**config.mk**
```make
export PLATFORM = sky130hd
export DESIGN_NAME = dram_refresh_timer
export DESIGN_NICKNAME = d
export VERILOG_FILES = /design/src/rtl/dram_refresh_pkg.sv /design/src/rtl/rft_interval_reg.sv /design/src/rtl/rft_counter.sv /design/src/rtl/rft_req_latch.sv /design/src/rtl/dram_refresh_timer.sv
export SDC_FILE = /design/constraint.sdc
export NUM_CORES = 1
export LEC_CHECK = 0
export BUFFER_PORTS_ARGS = -buffer_cell sky130_fd_sc_hd__buf_2
export CORE_MARGIN = 2
export CORE_UTILIZATION = 46
export DETAILED_ROUTE_END_ITERATION = 8
export PLACE_DENSITY = 0.74
export SLEW_MARGIN = 20
export SYNTH_ARGS = -nofsm -noshare
export SYNTH_HDL_FRONTEND = slang
export SYNTH_SLANG_ARGS = --single-unit
```
**constraint.sdc**
```tcl
create_clock -name clk -period 1.3 [get_ports clk]
set_input_delay 0.065 -clock clk [delete_from_list [all_inputs] [get_ports clk]]
set_output_delay 0.065 -clock clk [all_outputs]
set_load 0.01 [all_outputs]
```
**src/rtl/dram_refresh_pkg.sv**
```systemverilog
package dram_refresh_pkg;
  localparam int unsigned RT_CNT_W  = 13;
  localparam int unsigned RT_MIN_IV = 32'h020;
  localparam int unsigned RT_RST_IV = 32'h0C34;
endpackage

```
**src/rtl/rft_interval_reg.sv**
```systemverilog
module rft_interval_reg #(
  parameter int unsigned CNT_W  = dram_refresh_pkg::RT_CNT_W,
  parameter int unsigned MIN_IV = dram_refresh_pkg::RT_MIN_IV,
  parameter int unsigned RST_IV = dram_refresh_pkg::RT_RST_IV
) (
  input  logic             clk,
  input  logic             rst,
  input  logic             ref_en,
  input  logic [CNT_W-1:0] interval_i,
  output logic [CNT_W-1:0] eff_o
);
  localparam logic [CNT_W-1:0] MIN_V = CNT_W'(MIN_IV);
  localparam logic [CNT_W-1:0] RST_V = CNT_W'(RST_IV);

  function automatic logic [CNT_W-1:0] clamp(input logic [CNT_W-1:0] v);
    return (v < MIN_V) ? (v + MIN_V) : v;
  endfunction

  logic [CNT_W-1:0] eff_q;

  always_ff @(posedge clk) begin
    if (rst)          eff_q <= clamp(RST_V);
    else if (!ref_en) eff_q <= clamp(interval_i);
  end

  assign eff_o = eff_q;

  assert_eff_floor_R5: assert property (@(posedge clk) disable iff (rst)
    eff_q >= MIN_V);
  assert_eff_stable_R9: assert property (@(posedge clk) disable iff (rst)
    ref_en |=> $stable(eff_q));
endmodule

```
**src/rtl/rft_counter.sv**
```systemverilog
module rft_counter #(
  parameter int unsigned CNT_W = dram_refresh_pkg::RT_CNT_W
) (
  input  logic             clk,
  input  logic             rst,
  input  logic             run,
  input  logic [CNT_W-1:0] eff_i,
  output logic [CNT_W-1:0] cnt_o,
  output logic             match_o
);
  logic [CNT_W-1:0] cnt_q;

  assign match_o = run && (cnt_q == eff_i);

  always_ff @(posedge clk) begin
    if (rst || !run)  cnt_q <= '0;
    else if (match_o) cnt_q <= '0;
    else              cnt_q <= cnt_q + 1'b1;
  end

  assign cnt_o = cnt_q;

  assert_clear_when_idle_R3: assert property (@(posedge clk) disable iff (rst)
    !run |=> (cnt_q == '0));
  assert_wrap_on_match_R4: assert property (@(posedge clk) disable iff (rst)
    match_o |=> (cnt_q == '0));
  assert_step_one_R2: assert property (@(posedge clk) disable iff (rst)
    (run && !match_o) |=> (cnt_q == $past(cnt_q) + 1'b1));
  assert_count_bound_R2: assert property (@(posedge clk) disable iff (rst)
    cnt_q <= eff_i);
endmodule

```
**src/rtl/rft_req_latch.sv**
```systemverilog
module rft_req_latch (
  input  logic clk,
  input  logic rst,
  input  logic run,
  input  logic match_i,
  input  logic done_i,
  output logic req_o
);
  logic req_q;

  always_ff @(posedge clk) begin
    if (rst || !run)  req_q <= 1'b0;
    else if (match_i) req_q <= 1'b1;
    else if (done_i)  req_q <= 1'b0;
  end

  assign req_o = req_q;

  assert_req_set_R4: assert property (@(posedge clk) disable iff (rst)
    match_i |=> req_q);
  assert_req_drop_R3: assert property (@(posedge clk) disable iff (rst)
    !run |=> !req_q);
  assert_req_hold_R7: assert property (@(posedge clk) disable iff (rst)
    (run && req_q && !done_i) |=> req_q);
  assert_done_clears_R7: assert property (@(posedge clk) disable iff (rst)
    (run && !match_i && done_i) |=> !req_q);
  assert_match_wins_R8: assert property (@(posedge clk) disable iff (rst)
    (match_i && done_i) |=> req_q);
endmodule

```
**src/rtl/dram_refresh_timer.sv**
```systemverilog
module dram_refresh_timer #(
  parameter int unsigned CNT_W  = dram_refresh_pkg::RT_CNT_W,
  parameter int unsigned MIN_IV = dram_refresh_pkg::RT_MIN_IV,
  parameter int unsigned RST_IV = dram_refresh_pkg::RT_RST_IV
) (
  input  logic             clk,
  input  logic             rst,
  input  logic             ctl_en,
  input  logic             ref_en,
  input  logic             mode_hold,
  input  logic [CNT_W-1:0] interval_i,
  input  logic             done_i,
  output logic             req_o,
  output logic [CNT_W-1:0] count_o
);
  logic             run;
  logic             match;
  logic [CNT_W-1:0] eff;

  assign run = ctl_en && ref_en && !mode_hold;

  rft_interval_reg #(.CNT_W(CNT_W), .MIN_IV(MIN_IV), .RST_IV(RST_IV)) u_iv (
    .clk(clk), .rst(rst), .ref_en(ref_en), .interval_i(interval_i), .eff_o(eff));

  rft_counter #(.CNT_W(CNT_W)) u_cnt (
    .clk(clk), .rst(rst), .run(run), .eff_i(eff), .cnt_o(count_o), .match_o(match));

  rft_req_latch u_req (
    .clk(clk), .rst(rst), .run(run), .match_i(match), .done_i(done_i), .req_o(req_o));
endmodule

```
==> results of run 1 <==
==> metrics by stage <==
step	area [sq um]	power [mW]
after detailed placement	1610	1.04
after global placement	1610	1.03
after floorplan	1310	0.981
final	1870	1.43
after CTS	1790	1.42
after global routing	1870	1.50
==> placed cells by master, fill, tap and decap left out, types with 2 or more instances in the layout <==
cell and n:
a211o_1 4, a21oi_1 2, a41o_4 2, and2_1 2
and3_1 2, buf_2 32, buf_4 21, clkbuf_4 3
dfxtp_1 16, dfxtp_2 8, dfxtp_4 3, dlygate4sd3_1 6
ha_1 3, inv_1 5, mux2i_1 7, nand2_1 5
nand3_1 4, nand4_1 3, nor2_1 20, nor2_2 5
nor2b_1 2, nor3_2 2, nor4_2 2, nor4_4 2
xnor2_1 7, xor2_1 15, xor2_2 2
==> cell type report <==
| class | instances | area, sq um | share of cell area |
|---|---|---|---|
| well taps | 31 | 38.8 | 0.0207 |
| flip-flops and latches | 27 | 562 | 0.300 |
| inverters | 5 | 18.8 | 0.0100 |
| clock buffers | 4 | 26.3 | 0.0140 |
| repair buffers | 61 | 409 | 0.219 |
| multi-input cells | 101 | 816 | 0.436 |
==> layer usage <==
layer / up-vias / GRT usage
li1: 587 / -
met1: 580 / 0.257
met2: 29 / 0.360
met3: 7 / 0.0499
met4: 0 / 0.0731
met5: - / 0
==> worst min path at each step <==
stage | to | slack, ns
2_1_floorplan | u_iv.eff_o[10]$_SDFFE_PP1N_ | 0.16
3_5_place_dp | u_iv.eff_o[11]$_SDFFE_PP1N_ | 0.30
4_1_cts | u_iv.eff_o[12]$_SDFFE_PP0N_ | 0.00006
6_report | u_iv.eff_o[12]$_SDFFE_PP0N_ | -0.0009
5_1_grt | u_iv.eff_o[12]$_SDFFE_PP0N_ | 0.01
3_3_place_gp | u_iv.eff_o[11]$_SDFFE_PP1N_ | 0.29
==> logic make-up after synthesis <==
kind of cell | Yosys count
fa+ha+maj | 3
simple gates | 56
mux | 7
buf+inv | 9
flops | 27
xor+xnor | 25
compound gates | 9
==> worst register-to-register path: stages (launching register included) <==
cell	delay [ns]
dfxtp_4	0.39
xor2_2	0.17
nor4_4	0.41
a41o_4	0.33
nor2_2	0.05
==> sequential cells by signal, summed over array words and instances, names as in the netlist <==
name	cells
u_cnt.cnt_o	13
u_req.req_o	1
u_iv.eff_o	13
==> power by group through the flow <==
| stage | Sequential, mW | Clock [mW] | Combinational, mW |
|---|---|---|---|
| floorplan | 0.888 | 0 | 0.0930 |
| global placement | 0.892 | 0 | 0.141 |
| detailed placement | 0.893 | 0 | 0.150 |
| CTS | 0.874 | 0.372 | 0.179 |
| global route | 0.877 | 0.420 | 0.206 |
| finish | 0.874 | 0.367 | 0.188 |
==> Yosys cell counts, types with 2 or more instances <==
library cell   n  area [sq um]
a211o_1        4          35.0
a21oi_1        2          10.0
and2_1         2          12.5
and3_1         2          12.5
dfxtp_1       27           541
ha_1           3          37.5
inv_1          5          18.8
mux2i_1        7          70.1
nand2_1        5          18.8
nand3_1        4          20.0
nand4_1        3          18.8
nor2_1        25          93.8
nor2b_1        2          12.5
nor3_1         3          15.0
nor4_2         4          50.1
xnor2_1        7          61.3
xor2_1        18           158
==> repair_timing <==
item                                    CTS  global route
endpoints found under the setup margin   13            15
cloned                                    1             0
hold buffers                              6             0
endpoints found under the hold margin     6             0
pin swaps                                 2             6
resized for setup                        10            13
buffers inserted                          3             2
==> results.txt, run 1 <==
die width - 57.1 microns
Inst Count DP - 213
Pwr per Cell Area - 764 mW/mm^2
Antenna Cells - 0
total CTS buffers - 3
worst r2r path cells - 4
r2r setup slk - -0.16 ns
CP peak stage delay - 0.41 ns
Setup TNS - -1.91 ns
DPL Wire Length - 2280 microns
first-pass GRT wire length - 5340 microns
Worst-Margin Slew - 0.381 ns
CP max FO - 6
syn_nets - 158
mux cell area share after synthesis - 0.0540
Critical-path top delay cell - nor4_4
r2r startpoint - u_cnt.cnt_o[0]$_SDFF_PP0_
DR top layer - met4
Core Util, Final - 0.690
violated checks - negative hold slack, negative setup slack
largest family of logic cells by synthesized area - simple AND/OR/NAND/NOR gates
standby leakage power - 0.846 nW
Fin. Hold Viols - 1
delay-heaviest family, CP - simple AND/OR/NAND/NOR gates
Warnings, synthesis - 0
required time worst endpoint - 1.53 ns
post-synthesis simple-gate area fraction - 0.240
CTS Sinks - 27
final instance count without filler cells - 229
DR vias/cell - 5.25
PortBufs - 32
Syn-to-layout area delta - 44.2%
Hold Worst Slack - -0.000944 ns
maximum buffer depth of the clock tree - 2
Psw - 0.360 mW
MaxCap Viol Count - 0
FILL cells - 224
Met3 Wirelength - 147 microns
hold depth - 3
Die Ht - 57.1 microns
critical setup path kind - flop to flop
layout cell share with drive strength beyond 1 - 0.434
#FFs+latches synth - 27
final wirelength - 3390 microns
num ports - 33
worst skew pair latency - 0.34 ns
register area share after synthesis - 0.417
M1 WL - 1500 microns
Logic pwr share - 0.131
Synth Area in Compound Gates - 0.0559
Post-synth EDFFs - 0
Critical R2R Capture - u_cnt.cnt_o[10]$_SDFF_PP0_
Root Driver - clkbuf_4
Core Area - 0.00271 sq mm
Setup-failing EPs final - 14
Hold Path Origin - interval_i[12]
Crit. End Element - flop
min Tclk post-route - 1.46 ns
Tightest Hold Check Type - input port to flop
# rows - 19
worst path cell trace - xor2_2, nor4_4, a41o_4, nor2_2
GRT overflow - 0
vias in the first global route - 1193
drt wl/cell - 14.8 microns
skew final - 0.0174 ns
Worst Setup EP - u_cnt.cnt_o[10]$_SDFF_PP0_
CTS tree - done
Post-synth ARST share - 0
residual DRC count - 0
first-pass detailed-route iteration total - 4
1st-iter DRT viols - 52
Initial Util - 0.479
final net count - 221
Buf+Inv Stages, Crit Path - 0
Post-Synthesis Cells - 136
XOR/XNOR Fraction of Synth Area - 0.169
Slew Viols, Final - 0
fmax - 0.685 GHz
WP data arrival - 1.69 ns
Sequential Power Share - 0.612
final setup margin - -0.161 ns
DIE AREA - 0.00326 sq mm
synthesized area per cell - 9.54 sq um
Sw Ratio - 0.252
Detail Route Antenna Nets - 0
VDD IR max - 1.10 mV
Post-Syn Area - 0.00130 sq mm
post-synthesis cell type count - 30
critical path startpoint category - flop
gr usage total - 0.210
Levels on crit path - 4
internal power - 1.07 mW
Top FF cell, synth - dfxtp_1
pin count of the biggest net entering global routing - 17
antenna violations before repair - 0
H-tree levels - 1
Final period util - 1.12
relative slew slack - 0.742
metal2 WL - 1690 microns
pre-CTS setup slack - -0.0967 ns
adder-cell area share of the yosys netlist - 0.0289
Reg clk slew, reported paths - 0.15 ns
clock power share - 0.257
CP startpoint - u_cnt.cnt_o[0]$_SDFF_PP0_
status - finished, violations left
RSZ-0062 raised after global routing - true
routed vias - 1203
gpl congestion - 0.797
No activity file was read; power rests on OpenSTA's default activity.
==> run 2: changes to the inputs <==
MAX_ROUTING_LAYER = met4   (was not set)
SKIP_LAST_GASP = 1   (was not set)
==> run 2 against run 1 <==
Compared with the run above:
- utilization is 0.092 points lower
- the run still ends with negative hold slack, negative setup slack left
- wire length is 0.12% lower
- combinational power hardly changed
- design area is 0.13% lower
- die area stayed put
- critical path depth stayed put
==> results.txt, run 2 (synthesized netlist as in run 1, its figures left out) <==
RSZ-0062 raised after global routing - true
Pwr per Cell Area - 765 mW/mm^2
Sw Ratio - 0.252
Root Driver - clkbuf_4
Core Util, Final - 0.689
maximum buffer depth of the clock tree - 2
DPL Wire Length - 2280 microns
MaxCap Viol Count - 0
worst skew pair latency - 0.34 ns
Crit. End Element - flop
r2r startpoint - u_cnt.cnt_o[0]$_SDFF_PP0_
die width - 57.1 microns
routed vias - 1220
Slew Viols, Final - 0
worst r2r path cells - 4
min Tclk post-route - 1.46 ns
total CTS buffers - 3
GRT overflow - 0
critical setup path kind - flop to flop
Setup-failing EPs final - 14
drt wl/cell - 14.8 microns
required time worst endpoint - 1.53 ns
Sequential Power Share - 0.611
residual DRC count - 0
final setup margin - -0.158 ns
fmax - 0.686 GHz
CTS Sinks - 27
gpl congestion - 0.808
CP startpoint - u_cnt.cnt_o[0]$_SDFF_PP0_
WP data arrival - 1.69 ns
commonest non-fill, non-tap cell in the layout - buf_2
r2r setup slk - -0.16 ns
CP max FO - 6
Die Ht - 57.1 microns
PortBufs - 32
Syn-to-layout area delta - 44.0%
num ports - 33
vias in the first global route - 1192
Initial Util - 0.479
Fin. Hold Viols - 1
Final period util - 1.12
final net count - 221
CTS tree - done
violated checks - negative hold slack, negative setup slack
DP Area - 0.00161 sq mm
Worst Setup EP - u_cnt.cnt_o[10]$_SDFF_PP0_
design area - 0.00187 sq mm
Hold Worst Slack - -0.00185 ns
multi-input logic area - 813 sq um
FF+latch area - 562 sq um
skew final - 0.0175 ns
internal power - 1.07 mW
relative slew slack - 0.742
Hold Path Origin - interval_i[12]
antenna violations before repair - 0
standby leakage power - 0.846 nW
DR vias/cell - 5.33
DIE AREA - 0.00326 sq mm
Reg clk slew, reported paths - 0.15 ns
final wirelength - 3390 microns
# rows - 19
Critical R2R Capture - u_cnt.cnt_o[10]$_SDFF_PP0_
first-pass detailed-route iteration total - 4
Setup TNS - -1.83 ns
most frequent cells in the layout - 32 x buf_2, 21 x nor2_1, 21 x buf_4
H-tree levels - 1
Antenna Cells - 0
Core Area - 0.00271 sq mm
Logic pwr share - 0.131
gr usage total - 0.216
status - finished, violations left
first-pass GRT wire length - 5340 microns
VDD IR max - 1.10 mV
FILL cells - 225
clock power share - 0.258
Psw - 0.360 mW
critical path startpoint category - flop
Detail Route Antenna Nets - 0
1st-iter DRT viols - 34
layout cell share with drive strength beyond 1 - 0.429
Tightest Hold Check Type - input port to flop
Worst-Margin Slew - 0.381 ns
pin count of the biggest net entering global routing - 17
==> run 2: changes by cell type in the layout (fill, tap and decap cells not counted) <==
cell,change
nor2_1,+1
nor2_2,-1
==> run 2: timing repair <==
item / CTS / global route
gates resized for setup: 10 / 12
gates cloned: 1 / 0
hold buffers: 6 / 0
endpoints found under the setup margin: 13 / 15
hold endpoints to repair: 6 / 0
buffers inserted: 3 / 2
pin swaps: 2 / 6
==> run 2: power groups by stage <==
stage          clock, mW  sequential (mW)  combinational (mW)
2_1_floorplan          0            0.888              0.0930
3_3_place_gp           0            0.892               0.141
3_5_place_dp           0            0.893               0.150
4_1_cts            0.372            0.874               0.179
5_1_grt            0.420            0.877               0.206
6_report           0.368            0.874               0.187
==> run 2: worst max-delay path: stages (launching register included) <==
cell,delay (ns)
dfxtp_4,0.39
xor2_2,0.17
nor4_4,0.40
a41o_4,0.33
nor2_2,0.05
==> run 2: through the flow <==
step | cells | worst slack (ns) | total power, mW
2_1_floorplan | 136 | -0.00823 | 0.981
3_3_place_gp | 213 | -0.0654 | 1.03
3_5_place_dp | 213 | -0.0967 | 1.04
4_1_cts | 227 | -0.0894 | 1.42
5_1_grt | 229 | -0.204 | 1.50
6_report | 229 | -0.158 | 1.43
==> run 2: final cells by class <==
cell class / count / area share
sequential: 27 / 0.301
inverter: 5 / 0.0100
multi-input combinational: 101 / 0.435
clock buffer: 4 / 0.0141
timing repair buffer: 61 / 0.219
tap: 31 / 0.0208
==> run 2: how the worst min path moves through the flow <==
stage                                       end  slack (ns)  cells after the start
floorplan           u_iv.eff_o[10]$_SDFFE_PP1N_        0.16                      1
global placement    u_iv.eff_o[11]$_SDFFE_PP1N_        0.29                      2
detailed placement  u_iv.eff_o[11]$_SDFFE_PP1N_        0.30                      2
CTS                 u_iv.eff_o[12]$_SDFFE_PP0N_     0.00006                      3
global route        u_iv.eff_o[12]$_SDFFE_PP0N_        0.01                      3
finish              u_iv.eff_o[12]$_SDFFE_PP0N_      -0.002                      3
==> run 2: routing by layer <==
layer | share of wire | track usage
met5 | 0 | -
met4 | 0.016 | 0.0731
met3 | 0.045 | 0.0499
met2 | 0.49 | 0.360
met1 | 0.45 | 0.257
==> run 3: changes to the inputs <==
CELL_PAD_IN_SITES_DETAIL_PLACEMENT = 1   (was not set)
CELL_PAD_IN_SITES_GLOBAL_PLACEMENT = 1   (was not set)
CORE_UTILIZATION = 35   (was 46)
==> run 3 against run 2 <==
Compared with the run above:
- the flow finishes with violations (negative setup slack)
- sequential power hardly changed
- utilization is 20 points lower
- non-clock buffer count is 7 lower
- sequential share of layout area is 1.3 points higher
- clock power is 30% higher
- maximum frequency is 1.9% higher
- clock skew is 0.015 ns lower
- design area is 5.4% lower
- sequential cell count stayed put
- die area is 29% higher
- critical path depth stayed put
- register-to-register slack better by 0.03 ns
==> results.txt, run 3 (synthesized netlist as in run 1, its figures left out) <==
Met3 Wirelength - 148 microns
Initial Util - 0.360
Root Driver - clkbuf_8
status - finished, violations left
RSZ-0062 raised after global routing - true
total power - 1.52 mW
Crit. End Element - flop
CTS Sinks - 27
Core Area - 0.00361 sq mm
Reg clk slew, reported paths - 0.09 ns
r2r setup slk - -0.13 ns
WP data arrival - 1.60 ns
Worst-Margin Slew - 0.390 ns
vias in the first global route - 1269
pin count of the biggest net entering global routing - 17
VDD IR max - 0.410 mV
gpl congestion - 0.820
Tightest Hold Check Type - input port to flop
critical setup path kind - flop to flop
hold depth - 3
required time worst endpoint - 1.47 ns
maximum buffer depth of the clock tree - 2
skew final - 0.00206 ns
Critical R2R Capture - u_cnt.cnt_o[8]$_SDFF_PP0_
Final period util - 1.10
worst r2r path cells - 4
Core Util, Final - 0.490
commonest non-fill, non-tap cell in the layout - buf_2
first-pass GRT wire length - 5900 microns
H-tree levels - 1
Slew Viols, Final - 0
Syn-to-layout area delta - 36.3%
residual DRC count - 0
final instance count without filler cells - 239
DPL Wire Length - 2720 microns
gr usage total - 0.189
die width - 64.9 microns
Detail Route Antenna Nets - 0
M1 WL - 1530 microns
final wirelength - 3550 microns
first-pass detailed-route iteration total - 4
violated checks - negative setup slack
Die Ht - 64.9 microns
total CTS buffers - 3
r2r startpoint - u_iv.eff_o[8]$_SDFFE_PP0N_
metal2 WL - 1820 microns
CP max FO - 6
num ports - 33
drt wl/cell - 14.9 microns
antenna violations before repair - 0
worst hold path endpoint - u_iv.eff_o[0]$_SDFFE_PP0N_
DR top layer - met4
# rows - 22
GRT overflow - 0
MaxCap Viol Count - 0
CTS tree - done
final setup margin - -0.131 ns
DR vias/cell - 5.00
Hold Path Origin - interval_i[0]
final net count - 214
fmax - 0.699 GHz
relative slew slack - 0.736
Fin. Hold Viols - 0
Setup-failing EPs final - 14
most frequent cells in the layout - 32 x buf_2, 22 x buf_4, 21 x nor2_1
standby leakage power - 0.819 nW
Antenna Cells - 0
PortBufs - 32
DIE AREA - 0.00421 sq mm
1st-iter DRT viols - 16
layout cell share with drive strength beyond 1 - 0.419
Pwr per Cell Area - 857 mW/mm^2
min Tclk post-route - 1.43 ns
FILL cells - 439
Inst Count DP - 231
worst skew pair latency - 0.27 ns
routed vias - 1195
critical path startpoint category - flop
run 3: cell types whose count changed in the layout (fill, tap and decap cells not counted), moves of 2 or more:
cell and delta:
clkbuf_4 -3, xor2_1 +2, dfxtp_4 -2, dfxtp_1 +2, dlygate4sd3_1 -6, clkbuf_8 +3
run 3: critical path: stages (launching register included):
cell and delay (ns):
dfxtp_2 0.35, xor2_2 0.18, nor4_4 0.39, a41o_4 0.34
nor2_1 0.06
run 3: worst max-delay path by stage:
stage                                    start                    endpoint  slack (ns)  depth (start not counted)
detailed placement  u_iv.eff_o[5]$_SDFFE_PP1N_   u_cnt.cnt_o[6]$_SDFF_PP0_       -0.18                          4
floorplan            u_cnt.cnt_o[5]$_SDFF_PP0_  u_cnt.cnt_o[10]$_SDFF_PP0_      -0.008                          5
global route        u_iv.eff_o[8]$_SDFFE_PP0N_   u_cnt.cnt_o[8]$_SDFF_PP0_       -0.20                          4
CTS                  u_cnt.cnt_o[8]$_SDFF_PP0_   u_cnt.cnt_o[0]$_SDFF_PP0_       -0.12                          4
global placement    u_iv.eff_o[5]$_SDFFE_PP1N_   u_cnt.cnt_o[7]$_SDFF_PP0_       -0.12                          4
finish              u_iv.eff_o[8]$_SDFFE_PP0N_   u_cnt.cnt_o[8]$_SDFF_PP0_       -0.13                          4
run 3: final cells by class:
| class | count | area [sq um] | share of cell area |
|---|---|---|---|
| Clock buffer | 3 | 41.3 | 0.0234 |
| Clock inverter | 1 | 5.00 | 0.00283 |
| Inverter | 5 | 18.8 | 0.0106 |
| Multi-Input combinational cell | 101 | 763 | 0.432 |
| Sequential cell | 27 | 554 | 0.314 |
| Tap cell | 48 | 60.1 | 0.0340 |
| Timing Repair Buffer | 54 | 325 | 0.184 |
run 3: report_power, final:
part | internal (mW) | total [mW] | leakage, nW | switching [mW]
clock network | 0.215 | 0.479 | 0.0255 | 0.264
registers | 0.852 | 0.874 | 0.225 | 0.0219
logic | 0.0814 | 0.162 | 0.568 | 0.0809
run 3: metal layers:
layer / track usage / up-vias
li1: - / 571
met1: 0.215 / 579
met2: 0.332 / 38
met3: 0.0260 / 7
met4: 0.0798 / 0
met5: - / -
run 3: per-stage QoR:
| stage | setup TNS (ns) | hold WS [ns] | instance area [sq um] | worst slack, ns |
|---|---|---|---|---|
| after floorplan | -0.0706 | 0.164 | 1310 | -0.00823 |
| after global placement | -1.34 | 0.294 | 1640 | -0.116 |
| after detailed placement | -2.17 | 0.307 | 1640 | -0.182 |
| after CTS | -1.32 | 0.0139 | 1740 | -0.119 |
| after global routing | -2.49 | 0.0221 | 1770 | -0.198 |
| final | -1.50 | 0.0175 | 1770 | -0.131 |
run 3: timing repair:
| action | in CTS | in global routing |
|---|---|---|
| gates resized for setup | 4 | 7 |
| gates cloned | 1 | 0 |
| endpoints found under the setup margin | 13 | 14 |
| pin swaps | 7 | 4 |
| setup buffers | 3 | 0 |
| hold buffers | 0 | 0 |
